===== src/rtl/blb_pkg.sv =====
package blb_pkg;

  typedef enum logic [1:0] {
    ST_IDLE = 2'd0,
    ST_EVEN = 2'd1,
    ST_ODD  = 2'd2
  } blb_state_e;

  // Control-to-datapath strobe bundle
  typedef struct packed {
    logic active;      // an external word transfer occupies this cycle
    logic oddByte;     // byte select for the external address
    logic rdStrb;      // external read strobe
    logic wrStrb;      // external write pulse
    logic holdEven;    // capture even byte into the holding register
    logic presentWord; // steer the assembled word to the processor
  } blb_strobe_t;

endpackage


===== src/rtl/blb_region_decode.sv =====
module blb_region_decode #(
  parameter int ADDR_W      = 16,
  parameter int NUM_REGIONS = 4,
  parameter logic [ADDR_W-1:0] REGION_BASE [NUM_REGIONS] = '{16'h0000, 16'h8000, 16'h6000, 16'h8000},
  parameter logic [ADDR_W-1:0] REGION_MASK [NUM_REGIONS] = '{16'hE000, 16'hFC00, 16'hE000, 16'hE000},
  parameter logic [NUM_REGIONS-1:0] REGION_EXT = 4'b1100
) (
  input  logic [ADDR_W-1:0] addr,
  output logic              isExt
);

  logic [NUM_REGIONS-1:0] matchVec;

  for (genvar g = 0; g < NUM_REGIONS; g++) begin : g_match
    assign matchVec[g] = ((addr & REGION_MASK[g]) == REGION_BASE[g]);
  end

  // Lowest index wins: scan downward so the last write is the lowest match.
  always_comb begin
    isExt = 1'b1;
    for (int i = NUM_REGIONS - 1; i >= 0; i--) begin
      if (matchVec[i]) isExt = REGION_EXT[i];
    end
  end

endmodule


===== src/rtl/blb_ctrl.sv =====
module blb_ctrl
  import blb_pkg::*;
#(
  parameter int WAIT_STATES = 2
) (
  input  logic        clk,
  input  logic        rst_n,
  input  logic        extReq,
  input  logic        cpuWe,
  output blb_strobe_t strobes,
  output logic        cpuReady,
  output logic        busy
);

  localparam int CNT_W = (WAIT_STATES < 1) ? 1 : $clog2(WAIT_STATES + 1);
  localparam logic [CNT_W-1:0] LAST_CNT = CNT_W'(WAIT_STATES);

  blb_state_e stateQ, stateD;
  logic [CNT_W-1:0] cntQ, cntD, curCnt;
  logic active, oddPhase, byteDone;

  always_comb begin
    curCnt   = (stateQ == ST_IDLE) ? '0 : cntQ;
    active   = (stateQ != ST_IDLE) || extReq;
    oddPhase = (stateQ == ST_ODD);
    byteDone = active && (curCnt == LAST_CNT);

    strobes.active      = active;
    strobes.oddByte     = oddPhase;
    strobes.rdStrb      = active && !cpuWe;
    strobes.wrStrb      = active && cpuWe && byteDone;
    strobes.holdEven    = active && !cpuWe && !oddPhase && byteDone;
    strobes.presentWord = oddPhase && byteDone;

    cpuReady = !active || (oddPhase && byteDone);
    busy     = (stateQ != ST_IDLE);

    stateD = stateQ;
    cntD   = cntQ;
    if (active) begin
      if (byteDone) begin
        cntD   = '0;
        stateD = oddPhase ? ST_IDLE : ST_ODD;
      end else begin
        cntD   = curCnt + 1'b1;
        stateD = oddPhase ? ST_ODD : ST_EVEN;
      end
    end
  end

  always_ff @(posedge clk) begin
    if (!rst_n) begin
      stateQ <= ST_IDLE;
      cntQ   <= '0;
    end else begin
      stateQ <= stateD;
      cntQ   <= cntD;
    end
  end

endmodule


===== src/rtl/blb_dpath.sv =====
module blb_dpath
  import blb_pkg::*;
#(
  parameter int ADDR_W = 16,
  parameter int BYTE_W = 8,
  localparam int WORD_W = 2 * BYTE_W
) (
  input  logic              clk,
  input  logic              rst_n,
  input  blb_strobe_t       strobes,
  input  logic              cpuMemEn,
  input  logic              cpuWe,
  input  logic              isExt,
  input  logic [ADDR_W-1:0] cpuAddr,
  input  logic [WORD_W-1:0] cpuWData,
  output logic [WORD_W-1:0] cpuRData,
  output logic              intEn,
  output logic              intWe,
  output logic [ADDR_W-1:0] intAddr,
  output logic [WORD_W-1:0] intWData,
  input  logic [WORD_W-1:0] intRData,
  output logic [ADDR_W-1:0] extAddr,
  output logic [BYTE_W-1:0] extWData,
  output logic              extDataOe,
  input  logic [BYTE_W-1:0] extRData,
  output logic              extRdStrb,
  output logic              extWrStrb
);

  logic [BYTE_W-1:0] evenHoldQ;

  always_ff @(posedge clk) begin
    if (!rst_n)                evenHoldQ <= '0;
    else if (strobes.holdEven) evenHoldQ <= extRData;
  end

  always_comb begin
    intEn    = cpuMemEn && !isExt;
    intWe    = intEn && cpuWe;
    intAddr  = cpuAddr;
    intWData = cpuWData;

    extAddr   = {cpuAddr[ADDR_W-1:1], strobes.oddByte};
    extWData  = strobes.oddByte ? cpuWData[BYTE_W-1:0] : cpuWData[WORD_W-1:BYTE_W];
    extDataOe = strobes.active && cpuWe;
    extRdStrb = strobes.rdStrb;
    extWrStrb = strobes.wrStrb;

    cpuRData = strobes.presentWord ? {evenHoldQ, extRData} : intRData;
  end

endmodule


===== src/rtl/byte_lane_bridge.sv =====
module byte_lane_bridge
  import blb_pkg::*;
#(
  parameter int ADDR_W      = 16,
  parameter int BYTE_W      = 8,
  parameter int WAIT_STATES = 2,
  parameter int NUM_REGIONS = 4,
  parameter logic [ADDR_W-1:0] REGION_BASE [NUM_REGIONS] = '{16'h0000, 16'h8000, 16'h6000, 16'h8000},
  parameter logic [ADDR_W-1:0] REGION_MASK [NUM_REGIONS] = '{16'hE000, 16'hFC00, 16'hE000, 16'hE000},
  parameter logic [NUM_REGIONS-1:0] REGION_EXT = 4'b1100,
  localparam int WORD_W = 2 * BYTE_W
) (
  input  logic              clk,
  input  logic              rst_n,
  input  logic              cpuMemEn,
  input  logic              cpuWe,
  input  logic [ADDR_W-1:0] cpuAddr,
  input  logic [WORD_W-1:0] cpuWData,
  output logic [WORD_W-1:0] cpuRData,
  output logic              cpuReady,
  output logic              intEn,
  output logic              intWe,
  output logic [ADDR_W-1:0] intAddr,
  output logic [WORD_W-1:0] intWData,
  input  logic [WORD_W-1:0] intRData,
  output logic [ADDR_W-1:0] extAddr,
  output logic [BYTE_W-1:0] extWData,
  output logic              extDataOe,
  input  logic [BYTE_W-1:0] extRData,
  output logic              extRdStrb,
  output logic              extWrStrb
);

  logic        isExt;
  logic        busy;
  blb_strobe_t strobes;

  blb_region_decode #(
    .ADDR_W(ADDR_W), .NUM_REGIONS(NUM_REGIONS),
    .REGION_BASE(REGION_BASE), .REGION_MASK(REGION_MASK), .REGION_EXT(REGION_EXT)
  ) decode_i (
    .addr(cpuAddr), .isExt(isExt)
  );

  blb_ctrl #(.WAIT_STATES(WAIT_STATES)) ctrl_i (
    .clk(clk), .rst_n(rst_n), .extReq(cpuMemEn && isExt), .cpuWe(cpuWe),
    .strobes(strobes), .cpuReady(cpuReady), .busy(busy)
  );

  blb_dpath #(.ADDR_W(ADDR_W), .BYTE_W(BYTE_W)) dpath_i (
    .clk(clk), .rst_n(rst_n), .strobes(strobes), .cpuMemEn(cpuMemEn),
    .cpuWe(cpuWe), .isExt(isExt), .cpuAddr(cpuAddr), .cpuWData(cpuWData),
    .cpuRData(cpuRData), .intEn(intEn), .intWe(intWe), .intAddr(intAddr),
    .intWData(intWData), .intRData(intRData), .extAddr(extAddr),
    .extWData(extWData), .extDataOe(extDataOe), .extRData(extRData),
    .extRdStrb(extRdStrb), .extWrStrb(extWrStrb)
  );

endmodule


===== config.mk =====
export PLATFORM = sky130hd
export DESIGN_NAME = byte_lane_bridge
export DESIGN_NICKNAME = d
export VERILOG_FILES = /design/src/rtl/blb_pkg.sv /design/src/rtl/blb_region_decode.sv /design/src/rtl/blb_ctrl.sv /design/src/rtl/blb_dpath.sv /design/src/rtl/byte_lane_bridge.sv
export SDC_FILE = /design/constraint.sdc
export NUM_CORES = 1
export LEC_CHECK = 0
export ABC_CLOCK_PERIOD_IN_PS = 2300
export BUFFER_PORTS_ARGS = -buffer_cell sky130_fd_sc_hd__buf_2
export CORE_MARGIN = 8
export CORE_UTILIZATION = 25
export DETAILED_ROUTE_END_ITERATION = 12
export MAX_ROUTING_LAYER = met4
export REMOVE_ABC_BUFFERS = 1
export SLEW_MARGIN = 30
export SYNTH_ARGS = -nofsm -noshare
export SYNTH_HDL_FRONTEND = slang
export SYNTH_HIERARCHICAL = 1
export SYNTH_SLANG_ARGS = --single-unit

===== constraint.sdc =====
create_clock -name clk -period 2.3 [get_ports clk]
set_clock_uncertainty 0.15 [all_clocks]
set_input_delay 0.23 -clock clk [delete_from_list [all_inputs] [get_ports clk]]
set_output_delay 0.23 -clock clk [all_outputs]
set_load 0.02 [all_outputs]

==> flow_summary.toml, run 1 <==
[outcome]
status = "finished clean"

[drt]
wl_per_cell_um = 16.1
antenna_left = 0
drt_first_pass_iters = 4
drt_first_iter_violations = 23
finalWirelength_mm = 4.26
drc_errors = 0
vias_per_cell = 3.86
vias = 1019

[critical_path]
r2r-end = "dpath_i/evenHoldQ[3]"
crit_slowest_cell = "dfxtp_1"
critPathLaunchType = "flip-flop"
critPathMaxStageDelay_ns = 0.36
crit_chain = "nor2_1, inv_2, nand3b_2, inv_1, ha_2, buf_6, mux2_2, buf_2"
r2r_cells = 4
path_max_fanout = 9
critical_path_class = "flip-flop to output port"
path_buf_inv = 4
reg2reg_from = "ctrl_i/cntQ[1]"
end_kind = "output port"
rrSetupSlack_ns = 0.83
crit_arrival_ns = 1.78
required_ns = 1.92
cpLargestDelayFamily = "buffers and inverters"

[finish]
area_growth_pct = 22.4
nNetsFinal = 258
fillCellCount = 553
layout_commonest_cell = "buf_2"
drive_above_1_share = 0.747
layout_common_cells = "108 x buf_2, 14 x mux2_2, 11 x dfxtp_1"
antennaDiodeCount = 0

[grt]
grt_start_max_net_pins = 13
grt_first_pass_wirelength_mm = 5.94
grt.total_usage = 0.107
grt_pass1_vias = 1105
antenna_found_initial = 0
overflow = 0

[synth]
yosysTopAreaCellShare = 0.306
yosys.cell_types.count = 25
ys_seq_area_frac = 0.185
netlist_instances = 135
synth-seq-cells = 12
synth_top_cell_by_area = "buf_4"
ys_warn_count = 6
ys_top_cells_by_area = "buf_4 31%, dfxtp_1 18%, mux2_2 12%"
netlist_area_um2 = 1300
synth_area_per_cell_um2 = 9.63

[floorplanning]
ios = 138
start_util = 0.256
num_rows = 26
core_um2 = 5070
die_y_um = 88.1
design.die.area_um2 = 7760
fp.dieW_um = 88.1

[clock_network]
htreeDepth = 1
clock_path_buffers = 2
numCtsBuffers = 3
clock_latency_ns = 0.24
cts_tree = "done"
hold_buffers = 0
clock-sinks = 12
clk_pin_slew_ns = 0.05
root_buffer = "clkbuf_8"

[placed_design]
dp_slack_ns = 0.354
place_hpwl_mm = 3.74
place.gp.congestion = 0.772
io_buffers = 108

[min_path]
hp-start = "extRData[2]"
min_delay_path_depth = 3
hold_class = "primary input to flip-flop"
worstHoldEndpoint = "dpath_i/evenHoldQ[2]"

[timing]
setup_ws_ns = 0.144
worst_pin_slew_ns = 0.211
finalSetupViolations = 0
fin_crit_sh = 0.937
rsz0062_at_grt = "no"
fmax_ghz = 0.464
max_slew_margin = 0.860
fin_hold_ws_ns = 0.115
period_needed_ns = 2.16
final-hold-violation-count = 0
slew_violations = 0

[power]
cellLeakagePower_uw = 0.000815
power.density_nw_per_um2 = 404
ir_drop_mv = 0.281
power.total_uw = 643

[run]
maxCapViolCount = 0
[where the power goes]
part	switching, uW	internal (uW)
Clock	77.2	115
Sequential	5.95	213
Combinational	128	103
[synth_stat cells]
cell type / number
a21boi_0: 1
and2_1: 4
and3_1: 2
buf_12: 1
buf_2: 1
buf_4: 53
buf_6: 1
dfxtp_1: 12
ha_1: 2
inv_1: 2
inv_2: 1
mux2_2: 14
mux2_4: 10
mux2i_1: 8
nand2_1: 1
nand2b_1: 2
nand3b_1: 2
nand3b_2: 1
nor2_1: 2
nor2b_1: 10
nor4bb_1: 1
o21ai_0: 1
o311a_1: 1
o31ai_1: 1
or3_4: 1
[registers in the layout, summed over array words and instances, names as in the netlist]
signal,flops
ctrl_i/cntQ,2
ctrl_i/stateQ,2
dpath_i/evenHoldQ,8
[worst max-delay path by stage]
stage	slack [ns]	endpoint	depth (start not counted)	from
2_1_floorplan	-0.02	cpuRData[0]	4	ctrl_i/stateQ[0]
3_3_place_gp	0.38	cpuRData[3]	8	ctrl_i/stateQ[0]
3_5_place_dp	0.35	cpuRData[3]	8	ctrl_i/stateQ[0]
4_1_cts	0.08	cpuRData[3]	8	ctrl_i/stateQ[0]
5_1_grt	0.02	cpuRData[1]	8	ctrl_i/stateQ[1]
6_report	0.14	cpuRData[3]	8	ctrl_i/stateQ[1]
[repair_timing]
item,4_1_cts,5_1_grt
endpoints found under the setup margin,0,16
resized for setup,0,4
setup buffers,0,0
[layout make-up]
type | count | area [um2] | area share
flip-flops and latches | 12 | 241 | 0.152
well taps | 70 | 87.6 | 0.0550
repair buffers | 112 | 578 | 0.363
clock buffers | 3 | 41.3 | 0.0259
multi-input cells | 64 | 632 | 0.397
inverters | 3 | 11.3 | 0.00708
[worst register-to-register path: stages, from the launching register on]
cell and delay [ns]:
dfxtp_1 0.40, nor4bb_4 0.30, buf_4 0.24, mux2i_1 0.22
nor2b_1 0.06
[metrics by stage]
| step | cells | cell area [um2] | TNS, ns | utilization |
|---|---|---|---|---|
| after floorplan | 79 | 866 | -0.113 | - |
| after global placement | 261 | 1540 | 0 | 0.303 |
| after detailed placement | 261 | 1540 | 0 | 0.303 |
| after CTS | 264 | 1580 | 0 | 0.311 |
| after global routing | 264 | 1590 | 0 | 0.314 |
| final | 264 | 1590 | 0 | 0.314 |
[cell families after synthesis]
| group | after synthesis | synth area share |
|---|---|---|
| muxes | 32 | 0.298 |
| AOI/OAI and AO/OA | 4 | 0.0231 |
| DFF | 12 | 0.185 |
| and+or+nand+nor | 26 | 0.132 |
| adders and majority gates | 2 | 0.0192 |
| buffers and inverters | 59 | 0.343 |
[metal layers]
metal | GRT usage | wire length (um) | up-vias
met1 | 0.0913 | 1400 | 446
met3 | 0.113 | 881 | 0
met4 | 0.00922 | 0 | 0
met2 | 0.166 | 1970 | 56
li1 | - | - | 517
met5 | - | 0 | -
(Power assumes the default switching activity.)
==> run 2, diff against run 1 <==
--- a/config.mk
+++ b/config.mk
@@ -15,5 +15,4 @@
 export SLEW_MARGIN = 30
 export SYNTH_ARGS = -nofsm -noshare
 export SYNTH_HDL_FRONTEND = slang
-export SYNTH_HIERARCHICAL = 1
 export SYNTH_SLANG_ARGS = --single-unit
==> run 2 against run 1 <==
Net effect: hold slack better by 0.00052 ns; sequential cell count unchanged; sequential power about the same; cell count down 1.5%; sequential share of layout area up 0.25 points; synthesized area down 4.5%; critical path depth down 2; via count up 8.1%.
==> flow_summary.toml, run 2 <==
[synth]
yosysTopAreaCellShare = 0.290
synthXorXnorAreaFrac = 0
synth_fa_ha_area_frac = 0.0202
netlist_instances = 131
synth-seq-cells = 12
ys_warn_count = 0
synth-main-ff-cell = "dfxtp_1"
yosys.cell_count.top_type = "buf_4"
async_flop_share = 0
synth_area_per_cell_um2 = 9.47
synth_commonest_cells = "48 x buf_4, 24 x mux2_2, 12 x dfxtp_1, 9 x nor2b_1, 8 x mux2i_1"
synth_enable_flop_cells = 0
ys_top_cells_by_area = "buf_4 29%, mux2_2 22%, dfxtp_1 19%"
synth_top_cell_by_area = "buf_4"
synth_mux_area_frac = 0.282
synth-compound-area-share = 0.0514
synth_top_family_by_area = "buffers and inverters"
netlist_area_um2 = 1240
yosys.cell_types.count = 28
ys_seq_area_frac = 0.194
synthSimpleGateAreaFrac = 0.132

[critical_path]
reg2reg_from = "ctrl_i.stateQ[0]"
cpLargestDelayFamily = "flip-flops"
critPathLaunchType = "flip-flop"
crit_slowest_cell = "dfxtp_1"
crit_chain = "nor2_2, nor3b_2, ha_2, buf_4, mux2_2, buf_2"
startpoint = "ctrl_i.stateQ[0]"
path_buf_inv = 2
path_max_fanout = 6
required_ns = 1.92
end_kind = "output port"
critical_path_class = "flip-flop to output port"
crit_arrival_ns = 1.85
critPathMaxStageDelay_ns = 0.35

[drt]
vias = 1102
vias_per_cell = 4.24
drt_first_iter_violations = 18
antenna_left = 0
drc_errors = 0
finalWirelength_mm = 4.07
drt_first_pass_iters = 4
wl_per_cell_um = 15.7

[floorplanning]
die_y_um = 86.5
design.die.area_um2 = 7480
ios = 138
fp.dieW_um = 86.5
num_rows = 25
start_util = 0.261
core_um2 = 4750

[clock_network]
clock_latency_ns = 0.23
clock-sinks = 12
root_buffer = "clkbuf_8"
cts_tree = "done"
clk_pin_slew_ns = 0.05
clock_path_buffers = 2
htreeDepth = 1
numCtsBuffers = 3

[grt]
grt_first_pass_wirelength_mm = 6.12
grt.total_usage = 0.106
grt_pass1_vias = 1281
antenna_found_initial = 0
overflow = 0
grt_start_max_net_pins = 13

[power]
power.density_nw_per_um2 = 414
ir_drop_mv = 0.124
cellLeakagePower_uw = 0.000759

[finish]
biggestRegsByFlops = "dpath_i.evenHoldQ: 8 flops, ctrl_i.cntQ: 2 flops, ctrl_i.stateQ: 2 flops"
fillCellCount = 524
layout_commonest_cell = "buf_2"
layout_common_cells = "108 x buf_2, 24 x mux2_2, 12 x dfxtp_1"
largest_reg_flops = 8
nNetsFinal = 257
area_growth_pct = 25.5
utilization = 0.328
largest_register = "dpath_i.evenHoldQ"
drive_above_1_share = 0.767
antennaDiodeCount = 0
fin_area_um2 = 1560

[timing]
finalSetupViolations = 0
worst_pin_slew_ns = 0.361
final-hold-violation-count = 0
fin_crit_sh = 0.970
max_slew_margin = 0.757
slew_violations = 0
period_needed_ns = 2.23
fmax_ghz = 0.448

[placed_design]
place.gp.congestion = 0.750
dpl-instance-area_um2 = 1500
place_hpwl_mm = 3.53
io_buffers = 108

[min_path]
hp-start = "extRData[6]"
hold_class = "primary input to flip-flop"

[outcome]
status = "finished clean"

[run]
maxCapViolCount = 0
run 2: changes by cell type in the layout (fill, tap and decap cells not counted), moves of 2 or more:
cell	previous run	this run
nand3b_1	2	0
nand2b_1	2	0
and3_2	0	2
mux2_4	10	0
mux2_2	14	24
and2_1	4	2
run 2: cell families (layout without fill, tap and decap cells):
group,Yosys count,in the layout
mux,32,32
simple gates,24,24
flops,12,12
fa+ha+maj,2,2
compound gates,6,6
buf+inv,55,117
run 2: report_power, final:
part | total, uW | switching [uW] | internal (uW) | leakage (uW)
sequential | 219 | 5.38 | 214 | 0.0000974
clock | 190 | 74.4 | 115 | 0.0000216
combinational | 236 | 137 | 98.8 | 0.000640
total | 644 | 217 | 428 | 0.000759
run 2: final timing paths:
kind | endpoint | slack, ns | cells after the start
max | cpuRData[15] | 0.07 | 6
min | dpath_i.evenHoldQ[6] | 0.12 | 3
max reg2reg | ctrl_i.stateQ[1] | 0.74 | 6
min reg2reg | dpath_i.evenHoldQ[3] | 0.36 | 2
run 2: repair_timing:
item | in CTS | in global routing
setup endpoints to repair | 10 | 10
hold buffers | 0 | 0
resized for setup | 1 | 2
setup buffers | 0 | 1
pin swaps | 0 | 1
hold endpoints to repair | 0 | 0
run 2: tightest hold or removal path, stage by stage:
cell,delay [ns]
buf_2,0.08
mux2i_1,0.06
nor2b_1,0.09
run 2: metrics by stage:
step | setup slack (ns) | setup TNS (ns) | power [uW] | hold WS (ns) | std cells
2_1_floorplan | -0.242 | -3.93 | 309 | 0.208 | 78
3_3_place_gp | 0.305 | 0 | 460 | 0.310 | 256
3_5_place_dp | 0.226 | 0 | 461 | 0.310 | 256
4_1_cts | 0.0737 | 0 | 658 | 0.114 | 259
5_1_grt | -0.0169 | -0.103 | 684 | 0.143 | 260
6_report | 0.0698 | 0 | 644 | 0.115 | 260
run 2: final cells by class:
type                       instances  area, um2  area share
tap                               67       83.8      0.0538
clock buffer                       3       41.3      0.0265
sequential                        12        240       0.154
timing repair buffer             112        574       0.369
inverter                           2       7.51     0.00482
multi-input combinational         64        611       0.392
run 2: metal layers:
metal  vias to the layer above  part of all wire  global-route usage
met4                         0            0.0047              0.0329
li1                        520                 -                   -
met2                        99              0.44               0.165
met1                       481              0.42               0.110
met5                         -                 0                   -
met3                         2              0.13              0.0614
==> run 3, diff against run 2 <==
--- a/config.mk
+++ b/config.mk
@@ -5,6 +5,7 @@
 export SDC_FILE = /design/constraint.sdc
 export NUM_CORES = 1
 export LEC_CHECK = 0
+export ABC_AREA = 1
 export ABC_CLOCK_PERIOD_IN_PS = 2300
 export BUFFER_PORTS_ARGS = -buffer_cell sky130_fd_sc_hd__buf_2
 export CORE_MARGIN = 8
==> run 3 against run 2 <==
Net effect: die area increased by 2.3%; power increased by 6.6%; count of clock-buffer cells in the layout rose by 1; largest power group unchanged; first-iteration DRC count increased by 120%; sequential cell count unchanged; design area increased by 4.3%; largest cell class unchanged.
==> flow_summary.toml, run 3 <==
[outcome]
status = "finished clean"

[floorplanning]
start_util = 0.255
core_um2 = 5010
die_y_um = 87.5
fp.dieW_um = 87.5
num_rows = 26
ios = 138
design.die.area_um2 = 7650

[synth]
yosys.cell_count.top_type = "nand2_1"
synth_enable_flop_cells = 0
netlist_area_um2 = 1280
synth_commonest_cells = "80 x nand2_1, 48 x buf_4, 28 x nor2_1, 17 x inv_1, 12 x dfxtp_1"
synth-main-ff-cell = "dfxtp_1"
synth_area_per_cell_um2 = 5.88
synth-seq-cells = 12
yosysTopAreaCellShare = 0.282
ys_top_cells_by_area = "buf_4 28%, nand2_1 24%, dfxtp_1 19%"
async_flop_share = 0
synth_top_cell_by_area = "buf_4"
yosys.cell_types.count = 19
ys_seq_area_frac = 0.188
netlist_instances = 217
ys_warn_count = 0

[drt]
wl_met2_mm = 2.04
top_layer_used = "met4"
drt_first_pass_iters = 4
finalWirelength_mm = 4.09
wl_per_cell_um = 11.7
vias = 1361
vias_per_cell = 3.89
antenna_left = 0
drt_first_iter_violations = 40
drc_errors = 0
wl_met1_mm = 1.62
wl_met3_um = 420

[clock_network]
root_buffer = "clkbuf_8"
clock_latency_ns = 0.24
hold_buffers = 0
numCtsBuffers = 3
clock-sinks = 12
htreeDepth = 1
clock_path_buffers = 2
clk_pin_slew_ns = 0.05
cts_tree = "done"

[finish]
fillCellCount = 559
largest_reg_flops = 8
area_growth_pct = 27.4
layout_commonest_cell = "buf_2"
nNetsFinal = 343
multiInputGateArea_um2 = 582
biggestRegsByFlops = "dpath_i.evenHoldQ: 8 flops, ctrl_i.cntQ: 2 flops, ctrl_i.stateQ: 2 flops"
regArea_um2 = 240
drive_above_1_share = 0.457
largest_register = "dpath_i.evenHoldQ"
antennaDiodeCount = 0
layout_common_cells = "108 x buf_2, 80 x nand2_1, 27 x nor2_1"

[critical_path]
rrSetupSlack_ns = 0.80
crit_slowest_cell = "dfxtp_1"
end_kind = "output port"
crit_chain = "inv_2, nand2_4, nand2_1, nor2_4, ha_4, clkinvlp_4, o21ai_0, buf_2"
reg2reg_from = "ctrl_i.stateQ[1]"
path_buf_inv = 3
path_max_fanout = 7
required_ns = 1.92
critPathMaxStageDelay_ns = 0.35
critPathLaunchType = "flip-flop"
crit_end = "cpuRData[5]"
r2r-end = "ctrl_i.stateQ[1]"
path_depth = 8
r2r_cells = 7
crit_arrival_ns = 1.77
startpoint = "ctrl_i.stateQ[0]"
cpLargestDelayFamily = "buffers and inverters"
critical_path_class = "flip-flop to output port"

[power]
ir_drop_mv = 0.154
cellLeakagePower_uw = 0.000977
power.total_uw = 687
power.density_nw_per_um2 = 423

[timing]
slew_violations = 0
setup_ws_ns = 0.152
fmax_ghz = 0.465
finalSetupTns_ns = 0
period_needed_ns = 2.15
final-hold-violation-count = 0
finalSetupViolations = 0
fin_crit_sh = 0.934
worst_pin_slew_ns = 0.355
max_slew_margin = 0.762
rsz0062_at_grt = "yes"

[grt]
grt_start_max_net_pins = 17
grt_pass1_vias = 1420
grt.total_usage = 0.105
antenna_found_initial = 0
grt_first_pass_wirelength_mm = 6.31
overflow = 0

[placed_design]
dp_slack_ns = 0.214
place.gp.congestion = 0.712
place_hpwl_mm = 3.23
io_buffers = 108

[min_path]
hold_class = "primary input to flip-flop"

[run]
maxCapViolCount = 0
run 3: cell count changes after synthesis, sizes merged, moves of 8 or more:
cell,delta
nand2,+81
nor2b,-9
mux2i,-8
nor2,+27
inv,+19
o21ai,+8
mux2,-24
run 3: cell families after synthesis:
family,count (synthesis),synth area share
AOI/OAI and AO/OA,10,0.0392
and+or+nand+nor,118,0.381
adders and majority gates,2,0.0196
buffers and inverters,75,0.372
DFF,12,0.188
run 3: how the worst min path moves through the flow:
| stage | start | to | cells past startpoint |
|---|---|---|---|
| 6_report | extRData[2] | dpath_i.evenHoldQ[2] | 5 |
| 5_1_grt | extRData[6] | dpath_i.evenHoldQ[6] | 5 |
| 4_1_cts | extRData[2] | dpath_i.evenHoldQ[2] | 5 |
| 3_5_place_dp | cpuAddr[0] | intAddr[0] | 0 |
| 3_3_place_gp | cpuAddr[0] | intAddr[0] | 0 |
| 2_1_floorplan | rst_n | dpath_i.evenHoldQ[0] | 2 |
run 3: layer usage:
metal	vias up	track usage
met2	72	0.186
met5	-	-
met4	0	0.0141
met1	566	0.102
li1	721	-
met3	2	0.0519
run 3: worst register-to-register path, delay by kind of cell, from the launching register on:
family | cells | cell delay, ns
adders and majority gates | 1 | 0.30
buffers and inverters | 3 | 0.38
DFF | 1 | 0.32
and+or+nand+nor | 3 | 0.26
run 3: timing repair:
item,4_1_cts,5_1_grt
setup buffers,0,0
pin swaps,0,0
cloned,2,1
endpoints found under the setup margin,8,17
resized for setup,5,5
run 3: through the flow:
step                      hold slack, ns  cells  area, um2  utilization
final                              0.148    350       1630        0.324
after floorplan                    0.200    163        881            -
after CTS                          0.147    349       1610        0.321
after global placement             0.310    343       1520        0.304
after detailed placement           0.310    343       1520        0.304
after global routing               0.182    350       1630        0.324
run 3: cell type report:
type	count	share of cell area
timing repair buffer	110	0.342
sequential	12	0.148
timing repair inverter	3	0.0139
multi-input combinational	130	0.358
clock buffer	4	0.0339
inverter	21	0.0508
tap	70	0.0539
run 3: power by group:
group / internal, uW / switching (uW)
sequential: 215 / 6.12
clock: 151 / 75.2
combinational: 88.9 / 150
total: 455 / 232
